===== src/rtl/tgt_seq_pkg.sv =====
package tgt_seq_pkg;

  localparam int CMD_W = 4;

  typedef enum logic [1:0] {
    ST_IDLE     = 2'd0,
    ST_CMP_ADDR = 2'd1,
    ST_DTRANS   = 2'd2,
    ST_BACKOFF  = 2'd3
  } seqState_t;

  // Strobes from control to the output datapath, all for the current clock.
  typedef struct packed {
    logic captureCmd;   // sequencer idle: sample the command lines
    logic enterXfer;    // compare -> data transfer this edge
    logic curXfer;      // currently in data transfer
    logic nextXfer;     // data transfer after this edge
    logic nextBackoff;  // back-off after this edge
    logic curActive;    // currently in data transfer or back-off
    logic nextActive;   // data transfer or back-off after this edge
  } seqStrobe_t;

  function automatic logic isReadCmd(input logic [CMD_W-1:0] code);
    return (code == 4'b0110) || (code == 4'b1100) || (code == 4'b1110);
  endfunction

  function automatic logic isWriteCmd(input logic [CMD_W-1:0] code);
    return (code == 4'b0111) || (code == 4'b1111);
  endfunction

endpackage


===== src/rtl/tgt_seq_ctrl.sv =====
module tgt_seq_ctrl
  import tgt_seq_pkg::*;
(
  input  logic       clk,
  input  logic       rstN,
  input  logic       frameN,
  input  logic       irdyN,
  input  logic       addrHit,
  input  logic       cmdValid,
  input  logic       trdyN,
  input  logic       stopN,
  output seqStrobe_t strobe
);

  seqState_t stateQ, stateD;

  always_comb begin
    stateD = stateQ;
    unique case (stateQ)
      ST_IDLE:     if (!frameN) stateD = ST_CMP_ADDR;
      ST_CMP_ADDR: stateD = (addrHit && cmdValid) ? ST_DTRANS : ST_IDLE;
      ST_DTRANS: begin
        if (!trdyN && !irdyN && frameN) stateD = ST_IDLE;
        else if (!stopN && !irdyN)      stateD = ST_BACKOFF;
      end
      ST_BACKOFF:  if (!irdyN && frameN) stateD = ST_IDLE;
      default:     stateD = ST_IDLE;
    endcase
  end

  always_ff @(posedge clk or negedge rstN) begin
    if (!rstN) stateQ <= ST_IDLE;
    else       stateQ <= stateD;
  end

  always_comb begin
    strobe.captureCmd  = (stateQ == ST_IDLE);
    strobe.enterXfer   = (stateQ == ST_CMP_ADDR) && (stateD == ST_DTRANS);
    strobe.curXfer     = (stateQ == ST_DTRANS);
    strobe.nextXfer    = (stateD == ST_DTRANS);
    strobe.nextBackoff = (stateD == ST_BACKOFF);
    strobe.curActive   = (stateQ == ST_DTRANS) || (stateQ == ST_BACKOFF);
    strobe.nextActive  = (stateD == ST_DTRANS) || (stateD == ST_BACKOFF);
  end

endmodule


===== src/rtl/tgt_seq_datapath.sv =====
module tgt_seq_datapath
  import tgt_seq_pkg::*;
(
  input  logic             clk,
  input  logic             rstN,
  input  logic [CMD_W-1:0] cbeN,
  input  logic             irdyN,
  input  logic             discReq,
  input  seqStrobe_t       strobe,
  output logic             trdyN,
  output logic             devselN,
  output logic             stopN,
  output logic             ctrlOe,
  output logic             cmdRead,
  output logic             cmdWrite,
  output logic             cmdValid
);

  logic stopLowD, trdyLowD, devselLowD, oeD;

  // Command predecode, refreshed on every idle clock.
  always_ff @(posedge clk or negedge rstN) begin
    if (!rstN) begin
      cmdRead  <= 1'b0;
      cmdWrite <= 1'b0;
    end else if (strobe.captureCmd) begin
      cmdRead  <= isReadCmd(cbeN);
      cmdWrite <= isWriteCmd(cbeN);
    end
  end

  assign cmdValid = cmdRead || cmdWrite;

  always_comb begin
    stopLowD   = strobe.nextActive &&
                 (strobe.nextBackoff ||
                  (strobe.curXfer && strobe.nextXfer && (discReq || !stopN)));
    trdyLowD   = strobe.nextXfer && !stopLowD &&
                 (strobe.enterXfer ? cmdWrite : (cmdWrite || trdyN || irdyN));
    devselLowD = strobe.nextActive;
    oeD        = strobe.nextActive || strobe.curActive;
  end

  always_ff @(posedge clk or negedge rstN) begin
    if (!rstN) begin
      trdyN   <= 1'b1;
      devselN <= 1'b1;
      stopN   <= 1'b1;
      ctrlOe  <= 1'b0;
    end else begin
      trdyN   <= !trdyLowD;
      devselN <= !devselLowD;
      stopN   <= !stopLowD;
      ctrlOe  <= oeD;
    end
  end

endmodule


===== src/rtl/tgt_bus_sequencer.sv =====
module tgt_bus_sequencer
  import tgt_seq_pkg::*;
(
  input  logic             clk,
  input  logic             rstN,
  input  logic             frameN,
  input  logic             irdyN,
  input  logic [CMD_W-1:0] cbeN,
  input  logic             addrHit,
  input  logic             discReq,
  output logic             trdyN,
  output logic             devselN,
  output logic             stopN,
  output logic             ctrlOe,
  output logic             cmdRead,
  output logic             cmdWrite
);

  seqStrobe_t strobe;
  logic       cmdValid;

  tgt_seq_ctrl ctrlInst (
    .clk      (clk),
    .rstN     (rstN),
    .frameN   (frameN),
    .irdyN    (irdyN),
    .addrHit  (addrHit),
    .cmdValid (cmdValid),
    .trdyN    (trdyN),
    .stopN    (stopN),
    .strobe   (strobe)
  );

  tgt_seq_datapath dpInst (
    .clk      (clk),
    .rstN     (rstN),
    .cbeN     (cbeN),
    .irdyN    (irdyN),
    .discReq  (discReq),
    .strobe   (strobe),
    .trdyN    (trdyN),
    .devselN  (devselN),
    .stopN    (stopN),
    .ctrlOe   (ctrlOe),
    .cmdRead  (cmdRead),
    .cmdWrite (cmdWrite),
    .cmdValid (cmdValid)
  );

endmodule


===== config.mk =====
export PLATFORM = sky130hd
export DESIGN_NAME = tgt_bus_sequencer
export DESIGN_NICKNAME = d
export VERILOG_FILES = /design/src/rtl/tgt_seq_pkg.sv /design/src/rtl/tgt_seq_ctrl.sv /design/src/rtl/tgt_seq_datapath.sv /design/src/rtl/tgt_bus_sequencer.sv
export SDC_FILE = /design/constraint.sdc
export NUM_CORES = 1
export LEC_CHECK = 0
export BUFFER_PORTS_ARGS = -buffer_cell sky130_fd_sc_hd__buf_2
export CAP_MARGIN = 0
export CORE_AREA = 2 2 39 41
export CTS_CLUSTER_DIAMETER = 100
export DETAILED_ROUTE_END_ITERATION = 6
export DIE_AREA = 0 0 41 43
export HOLD_SLACK_MARGIN = 0.08
export PLACE_DENSITY = 0.56
export SLEW_MARGIN = 30
export SYNTH_ARGS = -nofsm -noshare
export SYNTH_HDL_FRONTEND = slang
export SYNTH_SLANG_ARGS = --single-unit
export TNS_END_PERCENT = 1

===== constraint.sdc =====
create_clock -name clk -period 1.6 [get_ports clk]
set_clock_uncertainty 0.15 [all_clocks]
set_input_delay 0.32 -clock clk [delete_from_list [all_inputs] [get_ports clk]]
set_output_delay 0.32 -clock clk [all_outputs]
set_load 0.03 [all_outputs]

==> flow_summary.toml <==
[grt]
first_pass_grt_wire_length_um = 1260
grt_pass1_vias = 307
grt.overflow.total = 0
global_route.usage.total = 0.113
grt_antenna_before_repair = 0
largest_net_degree_at_the_start_of_global_routing = 11

[min_path]
min_delay_path_depth = 3
hold_path_class = "input port to flip-flop"

[worst_setup_path]
worstPathArrival_ps = 1500
crit_path_start_kind = "flip-flop"
worstSetupEndpointType = "flip-flop"
timing.critical_path.cells = "nor3_1 -> a31o_1 -> a211o_1 -> nand3b_1"
timing_worst_setup_path_type = "flip-flop to flip-flop"
worst_ep_required_time_ps = 1620
timing.reg2reg.worst_path_depth = 4
crit_path_max_fanout = 10
critical-path-max-stage-delay_ps = 510
crit_slowest_cell = "sky130_fd_sc_hd__dfrtp_1"

[sta]
rsz0062_at_grt = "no"
post-route-worst-setup-slack_ps = 120
final_hold_fails = 0
timing.final.crit_share = 0.925
fin_crit_ps = 1480
finalSetupViolations = 0
hold_slack_ps = 133
max-slew-margin-rel = 0.800
timing_worst_slew_pin_value_ps = 300
maxSlewViolCount = 0
maxClockFrequency_mhz = 676
final.setup.tns_ps = 0

[drt]
detail_route.iter0.violations = 3
viasPerCell = 4.78
totalWireLength_um = 843
first_pass_iters = 4
post-route-drc-count = 0
antenna_violating_nets_post_route = 0
vias = 344
avgRoutedWirePerCell_um = 11.7

[finish]
layout-area-overhead-vs-synth_pct = 32.6
final_util = 0.372
design.final.nets = 67
layout-drive-gt1-share = 0.429
insertedDiodeCount = 0

[logic_synthesis]
post_synth_cell_types = 22
synthesis.nets = 47
postSynthRegisterBits = 8
synthesis.area_per_instance_um2 = 10.5
post_synthesis_cells = 37
synth-warning-count = 0
syn_area_um2 = 388
synth-seq-area-share = 0.526

[clock_tree]
cts_buffers = 3
later_pin_clock_latency_in_the_skew_report_ps = 260
hold_fix_buffer_count_after_cts = 1
post_cts_resize_count = 0
tritoncts_num_sinks = 8
cts_tree = "yes"
cts_max_level = 1
cts.reportedPaths.clkPinSlew_ps = 60
clock-root-buffer = "sky130_fd_sc_hd__clkbuf_4"
cts_max_path_bufs = 2
cts_setup_buffers = 0

[floorplan]
horiz_die_dim_um = 41
floorplan.die_area_um2 = 1760
row_count = 14
floorplan.io_pins = 16
initial_utilization = 0.280
core_region_area_um2 = 1380
chipHeight_um = 43

[flow_run]
cap_viol_max_count = 0

[outcome]
run_status = "completed"

[placed_design]
routabilityCongestion = 0.707
place_worst_setup_slack_ps = 112
io_buffer_count = 15
detailedPlacementHpwl_um = 590

[power_and_ir_drop]
ir_worst_vdd_uv = 948
p_per_area_nw_per_um2 = 1910
p_leak_nw = 0.247
layout by cell type, fill, tap and decap left out, types with 3 or more instances in the layout:
| master | count |
|---|---|
| sky130_fd_sc_hd__nand2b_1 | 3 |
| sky130_fd_sc_hd__nor2b_1 | 3 |
| sky130_fd_sc_hd__clkbuf_4 | 3 |
| sky130_fd_sc_hd__dfstp_2 | 3 |
| sky130_fd_sc_hd__nand2_1 | 3 |
| sky130_fd_sc_hd__buf_2 | 15 |
| sky130_fd_sc_hd__o21ai_0 | 4 |
| sky130_fd_sc_hd__dfrtp_1 | 5 |
registers in the layout, indices dropped and copies added, names as in the netlist:
name             cells
dpInst.devselN       1
dpInst.cmdWrite      1
ctrlInst.stateQ      2
dpInst.ctrlOe        1
dpInst.stopN         1
dpInst.cmdRead       1
dpInst.trdyN         1
critical path: cells and delay by family, from the launching register on:
| kind | cells | cell delay (ps) |
|---|---|---|
| and+or+nand+nor | 2 | 240 |
| DFF | 1 | 510 |
| AOI/OAI and AO/OA | 2 | 490 |
metal layers:
layer | share of wire | wire length (µm) | track usage | vias to the layer above
met5 | 0 | 0 | 0 | -
met4 | 0.017 | 14 | 0.100 | 0
met3 | 0.062 | 52 | 0.0314 | 2
met2 | 0.46 | 384 | 0.156 | 13
met1 | 0.46 | 390 | 0.134 | 159
li1 | - | - | - | 170
through the flow:
step / cells / cell area (µm²) / total power [W]
finish: 72 / 514 / 0.000982
global route: 72 / 514 / 0.00105
CTS: 72 / 514 / 0.000994
detailed placement: 67 / 478 / 0.000814
global placement: 67 / 478 / 0.000810
floorplan: 37 / 388 / 0.000703
cell families after synthesis:
family,share of synthesized area
flops,0.526
buf+inv,0.0419
compound gates,0.210
simple gates,0.223
area by class of cell:
class | count | area (µm²)
sequential | 8 | 204
multi-input combinational | 26 | 168
fill | 138 | 870
timing repair buffer | 17 | 92.6
tap | 16 | 20.0
clock buffer | 4 | 26.3
inverter | 1 | 3.75
cells in the mapped netlist, drive strengths merged:
| cell type | number | area, µm² |
|---|---|---|
| a211o | 1 | 8.76 |
| a211oi | 1 | 12.5 |
| a21o | 1 | 8.76 |
| a31o | 1 | 8.76 |
| buf | 2 | 12.5 |
| dfrtp | 5 | 125 |
| dfstp | 3 | 78.8 |
| inv | 1 | 3.75 |
| nand2 | 3 | 11.3 |
| nand2b | 3 | 18.8 |
| nand3 | 1 | 5.00 |
| nand3b | 1 | 7.51 |
| nor2 | 1 | 3.75 |
| nor2b | 3 | 18.8 |
| nor3 | 1 | 5.00 |
| nor3b | 1 | 7.51 |
| nor4b | 1 | 8.76 |
| o211ai | 1 | 7.51 |
| o21ai | 4 | 20.0 |
| o21bai | 1 | 7.51 |
| o31ai | 1 | 7.51 |
power by group:
group,switching (W),total (W),internal [W]
Combinational,0.000262,0.000427,0.000165
Clock,0.0000699,0.000165,0.0000955
Sequential,0.0000817,0.000390,0.000308
final timing paths:
| path | startpoint | end | slack, ps |
|---|---|---|---|
| min reg2reg | dpInst.cmdRead$_DFFE_PN0N_ | dpInst.cmdRead$_DFFE_PN0N_ | 400 |
| min in group asynchronous | rstN | dpInst.cmdRead$_DFFE_PN0N_ | 270 |
| max reg2reg | ctrlInst.stateQ[0]$_DFF_PN0_ | dpInst.trdyN$_DFF_PN1_ | 120 |
| max in group asynchronous | rstN | dpInst.stopN$_DFF_PN1_ | 780 |
| max | ctrlInst.stateQ[0]$_DFF_PN0_ | dpInst.trdyN$_DFF_PN1_ | 120 |
| min | cbeN[3] | dpInst.cmdRead$_DFFE_PN0N_ | 130 |
Power figures use the tool's default switching activity.
